==> config.mk <==
export PLATFORM = sky130hd
export DESIGN_NAME = fpx_locator
export DESIGN_NICKNAME = d
export VERILOG_FILES = /design/src/rtl/fpx_locator_pkg.sv /design/src/rtl/fpx_addr_sel.sv /design/src/rtl/fpx_rec_regs.sv /design/src/rtl/fpx_rec_pack.sv /design/src/rtl/fpx_locator.sv
export SDC_FILE = /design/constraint.sdc
export NUM_CORES = 1
export LEC_CHECK = 0
export BUFFER_PORTS_ARGS = -buffer_cell sky130_fd_sc_hd__buf_4
export CAP_MARGIN = 5
export CORE_ASPECT_RATIO = 0.8
export CORE_MARGIN = 2
export CORE_UTILIZATION = 43
export DETAILED_ROUTE_END_ITERATION = 10
export GPL_TIMING_DRIVEN = 0
export PLACE_DENSITY_LB_ADDON = 0.12
export SYNTH_ARGS = -nofsm -noshare
export SYNTH_HDL_FRONTEND = slang
export SYNTH_SLANG_ARGS = --single-unit
==> constraint.sdc <==
create_clock -name clk -period 1.1 [get_ports clk]
set_input_delay 0.22 -clock clk [delete_from_list [all_inputs] [get_ports clk]]
set_output_delay 0.22 -clock clk [all_outputs]
set_load 0.01 [all_outputs]
==> src/rtl/fpx_locator_pkg.sv <==
package fpx_locator_pkg;
    parameter int FPX_ADDR_W = 20;
    parameter int FPX_OPC_W  = 16;
    parameter int FPX_KEEP_W = 11;
    localparam int FPX_ESC_W = FPX_OPC_W - FPX_KEEP_W;
    parameter logic [FPX_ESC_W-1:0] FPX_ESC_CODE = 5'b11011;

    typedef struct packed {
        logic [FPX_ADDR_W-1:0] ip_addr;
        logic [FPX_KEEP_W-1:0] opc;
        logic [FPX_ADDR_W-1:0] dp_addr;
    } fpx_rec_t;
endpackage

==> src/rtl/fpx_addr_sel.sv <==
module fpx_addr_sel
    import fpx_locator_pkg::*;
(
    input  logic [FPX_ADDR_W-1:0] insn_addr,
    input  logic [FPX_ADDR_W-1:0] pfx_addr,
    input  logic                  pfx_vld,
    input  logic                  keep_prefix,
    output logic [FPX_ADDR_W-1:0] sel_addr
);
    // The prefix address is taken only when the mode asks for it and a prefix exists
    always_comb begin
        if (keep_prefix && pfx_vld) sel_addr = pfx_addr;
        else                        sel_addr = insn_addr;
    end
endmodule

==> src/rtl/fpx_rec_regs.sv <==
module fpx_rec_regs
    import fpx_locator_pkg::*;
(
    input  logic                  clk,
    input  logic                  rst,
    input  logic                  cap,
    input  logic                  mem_vld,
    input  logic [FPX_ADDR_W-1:0] sel_addr,
    input  logic [FPX_KEEP_W-1:0] opc_keep,
    input  logic [FPX_ADDR_W-1:0] opnd_addr,
    output fpx_rec_t              rec_q
);
    fpx_rec_t rec_d;

    always_comb begin
        rec_d = rec_q;
        if (cap) begin
            rec_d.ip_addr = sel_addr;
            rec_d.opc     = opc_keep;
            if (mem_vld) rec_d.dp_addr = opnd_addr;
        end
    end

    always_ff @(posedge clk) begin
        if (rst) rec_q <= '0;
        else     rec_q <= rec_d;
    end

    // Operand field may only change on a retire that carries a memory operand
    assert_dp_guard_R6: assert property (@(posedge clk) disable iff (rst)
        !(cap && mem_vld) |=> $stable(rec_q.dp_addr));
endmodule

==> src/rtl/fpx_rec_pack.sv <==
module fpx_rec_pack
    import fpx_locator_pkg::*;
#(
    parameter int WORD_W = 32
) (
    input  fpx_rec_t              rec_q,
    output logic [WORD_W-1:0]     ip_word,
    output logic [WORD_W-1:0]     dp_word,
    output logic [FPX_OPC_W-1:0]  opc_full
);
    localparam int GAP_W = WORD_W - FPX_KEEP_W - FPX_ADDR_W;
    localparam int DPAD_W = WORD_W - FPX_ADDR_W;

    generate
        if (GAP_W > 0) begin : g_gap
            assign ip_word = {rec_q.opc, {GAP_W{1'b0}}, rec_q.ip_addr};
        end else begin : g_nogap
            assign ip_word = {rec_q.opc, rec_q.ip_addr};
        end
    endgenerate

    assign dp_word  = {{DPAD_W{1'b0}}, rec_q.dp_addr};
    assign opc_full = {FPX_ESC_CODE, rec_q.opc};
endmodule

==> src/rtl/fpx_locator.sv <==
module fpx_locator
    import fpx_locator_pkg::*;
#(
    parameter int WORD_W = 32
) (
    input  logic                  clk,
    input  logic                  rst,
    input  logic                  retire_vld,
    input  logic [FPX_ADDR_W-1:0] insn_addr,
    input  logic                  pfx_vld,
    input  logic [FPX_ADDR_W-1:0] pfx_addr,
    input  logic                  keep_prefix,
    input  logic [FPX_OPC_W-1:0]  opc_in,
    input  logic                  mem_vld,
    input  logic [FPX_ADDR_W-1:0] opnd_addr,
    output logic [WORD_W-1:0]     ip_word,
    output logic [WORD_W-1:0]     dp_word,
    output logic [FPX_OPC_W-1:0]  opc_full
);
    localparam int OPC_LSB = WORD_W - FPX_KEEP_W;

    logic [FPX_ADDR_W-1:0] sel_addr;
    fpx_rec_t              rec_q;

    fpx_addr_sel u_sel (
        .insn_addr  (insn_addr),
        .pfx_addr   (pfx_addr),
        .pfx_vld    (pfx_vld),
        .keep_prefix(keep_prefix),
        .sel_addr   (sel_addr)
    );

    fpx_rec_regs u_regs (
        .clk      (clk),
        .rst      (rst),
        .cap      (retire_vld),
        .mem_vld  (mem_vld),
        .sel_addr (sel_addr),
        .opc_keep (opc_in[FPX_KEEP_W-1:0]),
        .opnd_addr(opnd_addr),
        .rec_q    (rec_q)
    );

    fpx_rec_pack #(.WORD_W(WORD_W)) u_pack (
        .rec_q   (rec_q),
        .ip_word (ip_word),
        .dp_word (dp_word),
        .opc_full(opc_full)
    );

    assert_reset_clear_R1: assert property (@(posedge clk)
        rst |=> (ip_word == '0) && (dp_word == '0));

    assert_opc_capture_R2: assert property (@(posedge clk) disable iff (rst)
        retire_vld |=> ip_word[WORD_W-1:OPC_LSB] == $past(opc_in[FPX_KEEP_W-1:0]));

    assert_plain_addr_R3: assert property (@(posedge clk) disable iff (rst)
        (retire_vld && !(keep_prefix && pfx_vld)) |=> ip_word[FPX_ADDR_W-1:0] == $past(insn_addr));

    assert_prefix_addr_R4: assert property (@(posedge clk) disable iff (rst)
        (retire_vld && keep_prefix && pfx_vld) |=> ip_word[FPX_ADDR_W-1:0] == $past(pfx_addr));

    assert_opnd_capture_R5: assert property (@(posedge clk) disable iff (rst)
        (retire_vld && mem_vld) |=> dp_word[FPX_ADDR_W-1:0] == $past(opnd_addr));

    assert_idle_hold_R7: assert property (@(posedge clk) disable iff (rst)
        !retire_vld |=> $stable(ip_word) && $stable(dp_word) && $stable(opc_full));
endmodule

**Yosys cells after proc, flatten, opt, wreduce, memory -nomap -nowiden**

Cells that the tools add are included.

- Register bits: 51
- Output and inout bits: 80
- Input port bits: 82

- Reductions and logical operators: 2
- Muxes and demuxes: 1

Operators by type and width:

| operator | count |
|---|---|
| $mux 20 | 1 |
| $reduce_and 2->1 | 1 |
| $logic_and 1x1->1 | 1 |

**Logic depth before layout (Yosys ltp)**

Gate-level depths: netlist (run 1).

- Depth after elaboration: 2
- Gate-level depth with buffers: 4

**Cells and area by module**

From an unflattened synthesis (run 1), not the netlist that was laid out.

- Cells, all modules: 296
- Area total of the unflattened synthesis: 2999.1 um^2

Modules (own cells, without submodules):

| module | instances | cells each | area each (um^2) | sequential area each (um^2) |
|---|---|---|---|---|
| fpx_rec_regs | 1 | 191 | 2062.0 | 1021.0 |
| fpx_rec_pack | 1 | 82 | 608.1 | 0.0 |
| fpx_addr_sel | 1 | 23 | 329.1 | 0.0 |

**Least setup slack after synthesis (run 1)**

Ideal clock, no wire load.

- Path kind: in2reg
- Start: input retire_vld
- End: register u_regs.rec_q[0] (netlist name)
- Path slack: 0.214 ns
- Stages on the path: 4
- Setup time: 0.070 ns
- Arrival time: 0.815 ns
- Cells stage by stage: buf_4 -> buf_2 -> a21bo_2 -> a21oi_1

- Longest elaborated chain between the ends: 1

RTL lines:

| element | line | source |
|---|---|---|
| start, declared | fpx_locator.sv:8 | `input logic retire_vld,` |
| $reduce_and 2->1 (no source line) | - |  |

No other way between the ends.
A chain may end at the register's enable or synchronous reset.

**Final worst setup path (run 1)**

- Start: register u_regs.rec_q[13] (netlist name)
- End: output dp_word[13]

RTL lines:

| element | line | source |
|---|---|---|
| end, declared | fpx_locator.sv:17 | `output logic [WORD_W-1:0] dp_word,` |

No word-level cell between the ends.

==> results of run 1 <==
[power breakdown]
part           leakage, µW  internal (µW)  switching [µW]
clock            0.0000422            448             580
sequential        0.000424           1960            66.9
combinational      0.00136            574             426
total              0.00183           2980            1070
[cell usage after synthesis]
master and count:
nand3_1 40, a21bo_2 20, conb_1 2, a21bo_1 20, buf_4 33, mux2i_1 11
buf_2 9, a311oi_1 17, dfxtp_1 51, nor2_1 31, buf_6 6, a311oi_2 3
clkbuf_1 9, a21oi_1 20
[area by class of cell]
| class | count | area (µm²) | share of cell area [%] |
|---|---|---|---|
| Multi-Input combinational cell | 180 | 1190 | 31.6 |
| Tap cell | 81 | 101 | 2.70 |
| Clock inverter | 1 | 5.00 | 0.133 |
| Clock buffer | 7 | 76.3 | 2.03 |
| Sequential cell | 51 | 1030 | 27.5 |
| Timing Repair Buffer | 133 | 1040 | 27.7 |
| Buffer | 46 | 312 | 8.29 |
[how the worst max path moves through the flow]
stage | end | slack (ps) | from | cells past startpoint
2_1_floorplan | u_regs.rec_q[0]$_SDFFE_PP0P_ | 210 | retire_vld | 4
3_3_place_gp | u_regs.rec_q[40]$_SDFFE_PP0P_ | 60 | retire_vld | 3
3_5_place_dp | u_regs.rec_q[37]$_SDFFE_PP0P_ | 20 | retire_vld | 3
4_1_cts | opc_full[3] | 3 | u_regs.rec_q[23]$_SDFFE_PP0P_ | 2
5_1_grt | ip_word[28] | 50 | u_regs.rec_q[27]$_SDFFE_PP0P_ | 1
6_report | dp_word[13] | 90 | u_regs.rec_q[13]$_SDFFE_PP0P_ | 1
[cell families (layout without fill, tap and decap cells)]
family | Yosys count | after routing | synth area share (%)
AOI/OAI and AO/OA | 80 | 80 | 27.3
and+or+nand+nor | 71 | 71 | 12.4
buffers and inverters | 57 | 187 | 15.5
DFF | 51 | 51 | 40.1
muxes | 11 | 11 | 4.33
other | 2 | 18 | 0.295
[per-layer routing]
metal / vias up / track usage (%) / routed length [µm] / part of all wire (%)
met1: 1101 / 24.0 / 2760 / 42
met4: 0 / 4.62 / 72 / 1.1
met3: 8 / 7.13 / 568 / 8.7
met2: 95 / 34.9 / 3170 / 48
li1: 1206 / - / - / -
met5: - / 0 / 0 / 0
[stage by stage]
stage	hold slack [ps]	worst slack (ps)	power (µW)	instances	instance area (µm²)
floorplan	367	214	2600	288	2600
global placement	456	60.5	3070	502	3700
detailed placement	470	16.6	3090	502	3700
CTS	156	3.36	4120	508	3830
global route	152	47.3	4260	499	3760
finish	151	89.7	4060	499	3760
==> flow_metrics.env, run 1 <==
export IMPL_crit_path_max_fanout=2
export IMPL_cts_made_buffers=5
export IMPL_rows=25
export IMPL_yosysTopAreaCellShare_pct=40.1
export IMPL_synth_avg_cell_area_um2=9.35
export IMPL_reg_largest_list="u_regs.rec_q (51)"
export IMPL_drcViolationCount=0
export IMPL_crit_path_max_incr_delay_ps=360
export IMPL_wire_per_inst_um=13.2
export IMPL_vias=2410
export IMPL_drtIter0Drc=59
export IMPL_grt_pass1_vias=2300
export IMPL_place_port_buffers=133
export IMPL_htree_num_levels=2
export IMPL_slew_headroom_pct=66.2
export IMPL_dieArea_mm2=0.00655
export IMPL_synth_seq_area_share_pct=40.1
export IMPL_antenna_found_initial=0
export IMPL_fin_nets=499
export IMPL_root_buffer="clkbuf_8"
export IMPL_overflow=0
export IMPL_hold_path_class="in2reg"
export IMPL_syn_inst=272
export IMPL_crit_family="flip-flops"
export IMPL_postCtsSetupBuffers=0
export IMPL_top_level_ports=162
export IMPL_ctsHoldBuffers=0
export IMPL_regMostFlops="u_regs.rec_q"
export IMPL_cts_num_sinks=51
export IMPL_worstPathArrival_ps=790
export IMPL_final_common_cell="buf_4"
export IMPL_via_per_inst=4.83
export IMPL_yosysWarnings=0
export IMPL_place_congestion=0.784
export IMPL_cp_num_buf_inv=1
export IMPL_slowest_stage="dfxtp_1"
export IMPL_cts_resized=23
export IMPL_crit_chain="buf_4"
export IMPL_post_route_util_pct=64.6
export IMPL_drt_pass1_iter_count=4
export IMPL_fin_crit_ps=1010
export IMPL_critical_path_class="reg2out"
export IMPL_synth_top_area_cell="dfxtp_1"
export IMPL_worstReg2RegStart="u_regs.rec_q[12]$_SDFFE_PP0P_"
export IMPL_required_ps=880
export IMPL_largest_register_ffs=51
export IMPL_tightest_slew_ps=506
export IMPL_grt_pass1_wl_um=10700
export IMPL_power_density_mw_per_mm2=1080
export IMPL_drt_wl_total_um=6560
export IMPL_tritoncts="done"
export IMPL_slew_violations=0
export IMPL_end_kind="output port"
export IMPL_start_util_pct=43.7
export IMPL_drive_above_1_share_pct=50.2
export IMPL_antenna_cells=0
export IMPL_hold_viol_final=0
export IMPL_clock_latency_ps=300
export IMPL_synth_cell_types=14
export IMPL_fin_crit_sh_pct=91.8
export IMPL_area_growth_pct=47.7
export IMPL_setup_tns_ps=0
export IMPL_status="complete, no violations"
export IMPL_grt_setup_unrepaired="false"
export IMPL_cts_buffer_depth=2
export IMPL_core_mm2=0.00582
export IMPL_path_clk_slew_ps=90
export IMPL_peakVddDrop_uv=455
export IMPL_leakage_uw=0.00183
export IMPL_ff2ff_setup_slack_ps=320
export IMPL_die_w_um=90.0
export IMPL_n_fill_cell=529
export IMPL_hold_depth=2
export IMPL_ys_ff_latch=51
export IMPL_reg2reg_to="u_regs.rec_q[12]$_SDFFE_PP0P_"
export IMPL_synth_area_mm2=0.00254
export IMPL_maxCapViolCount=0
export IMPL_worstHoldStart="rst"
export IMPL_finalSetupViolations=0
export IMPL_yosys_top_cells_area="dfxtp_1 (40%), buf_4 (9.7%), a21bo_1 (7.9%)"
export IMPL_die_height_um=72.8
export IMPL_layout_common_cells="buf_4 (144), nand3_1 (40), dfxtp_1 (40)"
export IMPL_worst_clock_skew_ps=0
export IMPL_start_kind="register"
export IMPL_track_usage_pct=20.0
export IMPL_max_freq_mhz=990
export IMPL_dp_hpwl_um=5100
export IMPL_grt_max_degree=15
export IMPL_min_to="u_regs.rec_q[47]$_SDFFE_PP0P_"
export IMPL_detail_route_antenna_nets=0
export IMPL_ff2ff_path_depth=2
Power figures use the tool's default switching activity.
==> run 2: changes to the inputs <==
- BUFFER_PORTS_ARGS: -buffer_cell sky130_fd_sc_hd__buf_4 -> unset
- CORE_MARGIN: 2 -> 1
- CORE_UTILIZATION: 43 -> 55
- DONT_BUFFER_PORTS: unset -> 1
==> flow_metrics.env, run 2 (same netlist as run 1, synthesis figures left out) <==
export IMPL_status="complete, no violations"
export IMPL_power_density_mw_per_mm2=1420
export IMPL_hold_path_class="in2reg"
export IMPL_tightest_slew_ps=506
export IMPL_max_freq_mhz=962
export IMPL_largest_register_ffs=51
export IMPL_critical_path_class="reg2out"
export IMPL_grt_max_degree=16
export IMPL_end_kind="output port"
export IMPL_start_kind="register"
export IMPL_postCtsSetupBuffers=0
export IMPL_finalSetupViolations=0
export IMPL_p_total_uw=3990
export IMPL_peakVddDrop_uv=816
export IMPL_dieArea_mm2=0.00490
export IMPL_slew_headroom_pct=66.3
export IMPL_cp_num_buf_inv=1
export IMPL_cts_buffer_depth=2
export IMPL_fin_crit_ps=1040
export IMPL_antenna_found_initial=0
export IMPL_drive_above_1_share_pct=30.4
export IMPL_slew_violations=0
export IMPL_top_level_ports=162
export IMPL_place_congestion=0.713
export IMPL_grt_pass1_vias=1842
export IMPL_drtIter0Drc=61
export IMPL_path_clk_slew_ps=90
export IMPL_overflow=0
export IMPL_root_buffer="clkbuf_8"
export IMPL_crit_path_max_fanout=3
export IMPL_maxCapViolCount=0
export IMPL_clock_latency_ps=290
export IMPL_via_per_inst=5.46
export IMPL_worstHoldStart="opc_in[1]"
export IMPL_track_usage_pct=22.3
export IMPL_p_clk_share_pct=33.3
export IMPL_fin_crit_sh_pct=94.5
export IMPL_placed_area_mm2=0.00268
export IMPL_drcViolationCount=0
export IMPL_wire_per_inst_um=15.5
export IMPL_crit_family="flip-flops"
export IMPL_dp_hpwl_um=4130
export IMPL_layout_common_cells="nand3_1 (40), dfxtp_1 (40), buf_4 (33)"
export IMPL_crit_path_max_incr_delay_ps=380
export IMPL_die_w_um=78.0
export IMPL_grt_setup_unrepaired="false"
export IMPL_hold_depth=2
export IMPL_drt_pass1_iter_count=4
export IMPL_reg2reg_to="u_regs.rec_q[12]$_SDFFE_PP0P_"
export IMPL_p_seq_share_pct=52.5
export IMPL_p_sw_uw=1010
export IMPL_htree_num_levels=2
export IMPL_setup_tns_ps=0
export IMPL_worst_clock_skew_ps=0
export IMPL_ff2ff_path_depth=2
export IMPL_area_growth_pct=10.3
export IMPL_required_ps=880
export IMPL_leakage_uw=0.00123
export IMPL_slowest_stage="dfxtp_2"
export IMPL_grt_pass1_wl_um=8700
export IMPL_post_route_util_pct=65.1
export IMPL_ff2ff_setup_slack_ps=250
export IMPL_dp_cells=345
export IMPL_p_comb_share_pct=14.2
export IMPL_worstPathArrival_ps=820
export IMPL_drt_wl_total_um=5460
export IMPL_vias=1929
export IMPL_stdcell_count=353
export IMPL_worstReg2RegStart="u_regs.rec_q[12]$_SDFFE_PP0P_"
export IMPL_tritoncts="done"
export IMPL_n_fill_cell=388
export IMPL_swShare_pct=25.3
export IMPL_cts_num_sinks=51
export IMPL_hold_viol_final=0
export IMPL_cts_made_buffers=5
export IMPL_intPower_uw=2980
export IMPL_regMostFlops="u_regs.rec_q"
export IMPL_start_util_pct=59.0
export IMPL_die_height_um=62.8
export IMPL_reg_largest_list="u_regs.rec_q (51)"
export IMPL_fin_nets=377
export IMPL_min_to="u_regs.rec_q[21]$_SDFFE_PP0P_"
export IMPL_rows=21
export IMPL_place_port_buffers=0
export IMPL_core_mm2=0.00431
export IMPL_ctsHoldBuffers=0
export IMPL_detail_route_antenna_nets=0
export IMPL_fin_area_mm2=0.00281
export IMPL_antenna_cells=0
export IMPL_crit_chain="buf_4"
==> run 2: layout make-up <==
class / count / area, µm² / area share, %
Multi-Input combinational cell: 180 / 1190 / 42.4
Sequential cell: 51 / 1030 / 36.9
Buffer: 57 / 394 / 14.0
Clock buffer: 6 / 82.6 / 2.94
Tap cell: 57 / 71.3 / 2.54
Clock inverter: 2 / 35.0 / 1.25
==> run 2: worst max-delay path by stage <==
stage / slack [ps] / end / start / depth (start not counted)
floorplan: 210 / u_regs.rec_q[0]$_SDFFE_PP0P_ / retire_vld / 4
finish: 60 / opc_full[10] / u_regs.rec_q[30]$_SDFFE_PP0P_ / 1
global placement: 60 / u_regs.rec_q[43]$_SDFFE_PP0P_ / retire_vld / 3
global route: 30 / opc_full[10] / u_regs.rec_q[30]$_SDFFE_PP0P_ / 1
CTS: 3 / opc_full[8] / u_regs.rec_q[28]$_SDFFE_PP0P_ / 1
detailed placement: 50 / u_regs.rec_q[38]$_SDFFE_PP0P_ / retire_vld / 3
==> run 2: what timing repair did <==
item / in CTS / in global routing
endpoints found under the setup margin: 1 / 10
pin swaps: 0 / 0
resized for setup: 1 / 10
==> run 2: worst register-to-register path, delay by kind of cell (launching register included) <==
| family | cells | cell delay [ps] |
|---|---|---|
| DFF | 1 | 400 |
| AOI/OAI and AO/OA | 2 | 380 |
==> run 2: through the flow <==
stage	worst slack (ps)	hold slack, ps
2_1_floorplan	214	367
3_3_place_gp	57.5	370
3_5_place_dp	49.1	380
4_1_cts	2.50	64.1
5_1_grt	31.2	58.7
6_report	60.2	67.5
==> run 2: power groups by stage <==
stage               sequential [µW]  clock, µW  combinational (µW)
CTS                            2090       1350                 567
global route                   2110       1440                 625
floorplan                      2110          0                 493
detailed placement             2130          0                 567
finish                         2090       1330                 566
global placement               2130          0                 558
==> run 2: routing by layer <==
layer	wire length, µm	vias up	share of wire [%]	GRT usage [%]
met5	0	-	0	0
li1	-	956	-	-
met2	2560	107	47	38.5
met1	2140	860	39	25.2
met3	720	6	13	9.34
met4	44	0	0.81	6.02
==> run 3: changes to the inputs <==
- BUFFER_PORTS_ARGS: unset -> -buffer_cell sky130_fd_sc_hd__buf_4
- CORE_UTILIZATION: 55 -> 43
- DONT_BUFFER_PORTS: 1 -> unset
==> flow_metrics.env, run 3 (same netlist as run 1, synthesis figures left out) <==
export IMPL_status="complete, no violations"
export IMPL_finalSetupViolations=0
export IMPL_clock_latency_ps=300
export IMPL_antenna_cells=0
export IMPL_worstHoldStart="rst"
export IMPL_worstReg2RegStart="u_regs.rec_q[27]$_SDFFE_PP0P_"
export IMPL_grt_pass1_wl_um=10200
export IMPL_dp_hpwl_um=5060
export IMPL_worst_path_stages=1
export IMPL_drt_wl_total_um=6540
export IMPL_ff2ff_setup_slack_ps=310
export IMPL_reg2reg_to="u_regs.rec_q[27]$_SDFFE_PP0P_"
export IMPL_vias=2387
export IMPL_critical_path_class="reg2out"
export IMPL_root_buffer="clkbuf_8"
export IMPL_hold_viol_final=0
export IMPL_drcViolationCount=0
export IMPL_fin_crit_ps=1040
export IMPL_cts_buffer_depth=2
export IMPL_crit_path_max_fanout=2
export IMPL_via_per_inst=4.79
export IMPL_die_w_um=88.0
export IMPL_track_usage_pct=20.6
export IMPL_final_common_cell="buf_4"
export IMPL_place_congestion=0.737
export IMPL_place_port_buffers=133
export IMPL_hold_depth=2
export IMPL_cp_num_buf_inv=1
export IMPL_ff2ff_path_depth=3
export IMPL_overflow=0
export IMPL_ctsHoldBuffers=0
export IMPL_crit_path_max_incr_delay_ps=380
export IMPL_peakVddDrop_uv=555
export IMPL_core_mm2=0.00559
export IMPL_holdWs_ps=150
export IMPL_slew_headroom_pct=63.7
export IMPL_stdcell_count=498
export IMPL_drtIter0Drc=97
export IMPL_n_fill_cell=526
export IMPL_slew_violations=0
export IMPL_grt_max_degree=16
export IMPL_layout_common_cells="buf_4 (146), nand3_1 (40), dfxtp_1 (40)"
export IMPL_path_clk_slew_ps=100
export IMPL_crit_family="flip-flops"
export IMPL_wire_per_inst_um=13.1
export IMPL_tightest_slew_ps=544
export IMPL_min_to="u_regs.rec_q[47]$_SDFFE_PP0P_"
export IMPL_area_growth_pct=49.0
export IMPL_drive_above_1_share_pct=51.0
export IMPL_detail_route_antenna_nets=0
export IMPL_crit_chain="buf_4"
export IMPL_maxCapViolCount=0
export IMPL_tritoncts="done"
export IMPL_reg_largest_list="u_regs.rec_q (51)"
export IMPL_max_freq_mhz=960
export IMPL_setup_tns_ps=0
export IMPL_leakage_uw=0.00185
export IMPL_post_route_util_pct=67.9
export IMPL_cts_num_sinks=51
export IMPL_fin_crit_sh_pct=94.7
export IMPL_start_kind="register"
export IMPL_dieArea_mm2=0.00623
export IMPL_top_level_ports=162
export IMPL_regMostFlops="u_regs.rec_q"
export IMPL_slowest_stage="dfxtp_1"
export IMPL_cts_made_buffers=5
export IMPL_power_density_mw_per_mm2=1110
export IMPL_largest_register_ffs=51
export IMPL_drt_pass1_iter_count=4
export IMPL_worstPathArrival_ps=820
export IMPL_end_kind="output port"
export IMPL_worst_clock_skew_ps=0
export IMPL_htree_num_levels=2
export IMPL_die_height_um=70.8
export IMPL_dp_cells=499
export IMPL_antenna_found_initial=0
export IMPL_fin_nets=501
export IMPL_grt_setup_unrepaired="false"
export IMPL_start_util_pct=45.5
export IMPL_rows=24
export IMPL_required_ps=880
export IMPL_hold_path_class="in2reg"
export IMPL_grt_pass1_vias=2280
## run 3: changes by cell type in the layout (fill, tap and decap cells not counted)
cell	previous run	this run
buf_6	6	17
clkbuf_8	6	7
bufinv_16	1	0
clkinvlp_4	0	1
buf_4	33	146
clkinv_2	1	0
## run 3: per-stage QoR
| step | cell area, µm² | setup slack (ps) | total power (µW) |
|---|---|---|---|
| floorplan | 2600 | 214 | 2600 |
| detailed placement | 3700 | 6.55 | 3080 |
| global route | 3790 | 36.1 | 4400 |
| global placement | 3700 | 37.0 | 3070 |
| finish | 3790 | 58.5 | 4210 |
| CTS | 3840 | 1.46 | 4270 |
## run 3: what timing repair did
item                       CTS  global route
gates resized for setup     23             0
pin swaps                    0             0
setup buffers                1             1
setup endpoints to repair   11             7
## run 3: area by class of cell
cell class / count / area [µm²] / area share [%]
Buffer: 46 / 312 / 8.22
Multi-Input combinational cell: 180 / 1190 / 31.4
Sequential cell: 51 / 1030 / 27.3
Clock inverter: 1 / 7.51 / 0.198
Clock buffer: 7 / 96.3 / 2.54
Timing Repair Buffer: 135 / 1050 / 27.8
Tap cell: 78 / 97.6 / 2.57
## run 3: worst max path at each step
stage	startpoint	slack (ps)	end
5_1_grt	u_regs.rec_q[49]$_SDFFE_PP0P_	40	ip_word[18]
3_5_place_dp	rst	7	u_regs.rec_q[37]$_SDFFE_PP0P_
2_1_floorplan	retire_vld	210	u_regs.rec_q[0]$_SDFFE_PP0P_
3_3_place_gp	rst	40	u_regs.rec_q[35]$_SDFFE_PP0P_
6_report	u_regs.rec_q[49]$_SDFFE_PP0P_	60	ip_word[18]
4_1_cts	u_regs.rec_q[20]$_SDFFE_PP0P_	1	opc_full[0]
## run 3: where the power goes
group | switching, µW | internal [µW] | total, µW | leakage (µW)
combinational | 425 | 579 | 1000 | 0.00138
clock | 606 | 573 | 1180 | 0.0000505
sequential | 69.1 | 1960 | 2030 | 0.000424
## run 3: per-layer routing
metal	wire [µm]	vias to the layer above	track usage [%]
li1	-	1206	-
met1	2820	1087	25.1
met2	3210	90	35.9
met3	459	4	5.37
met4	51	0	5.46
met5	0	-	0
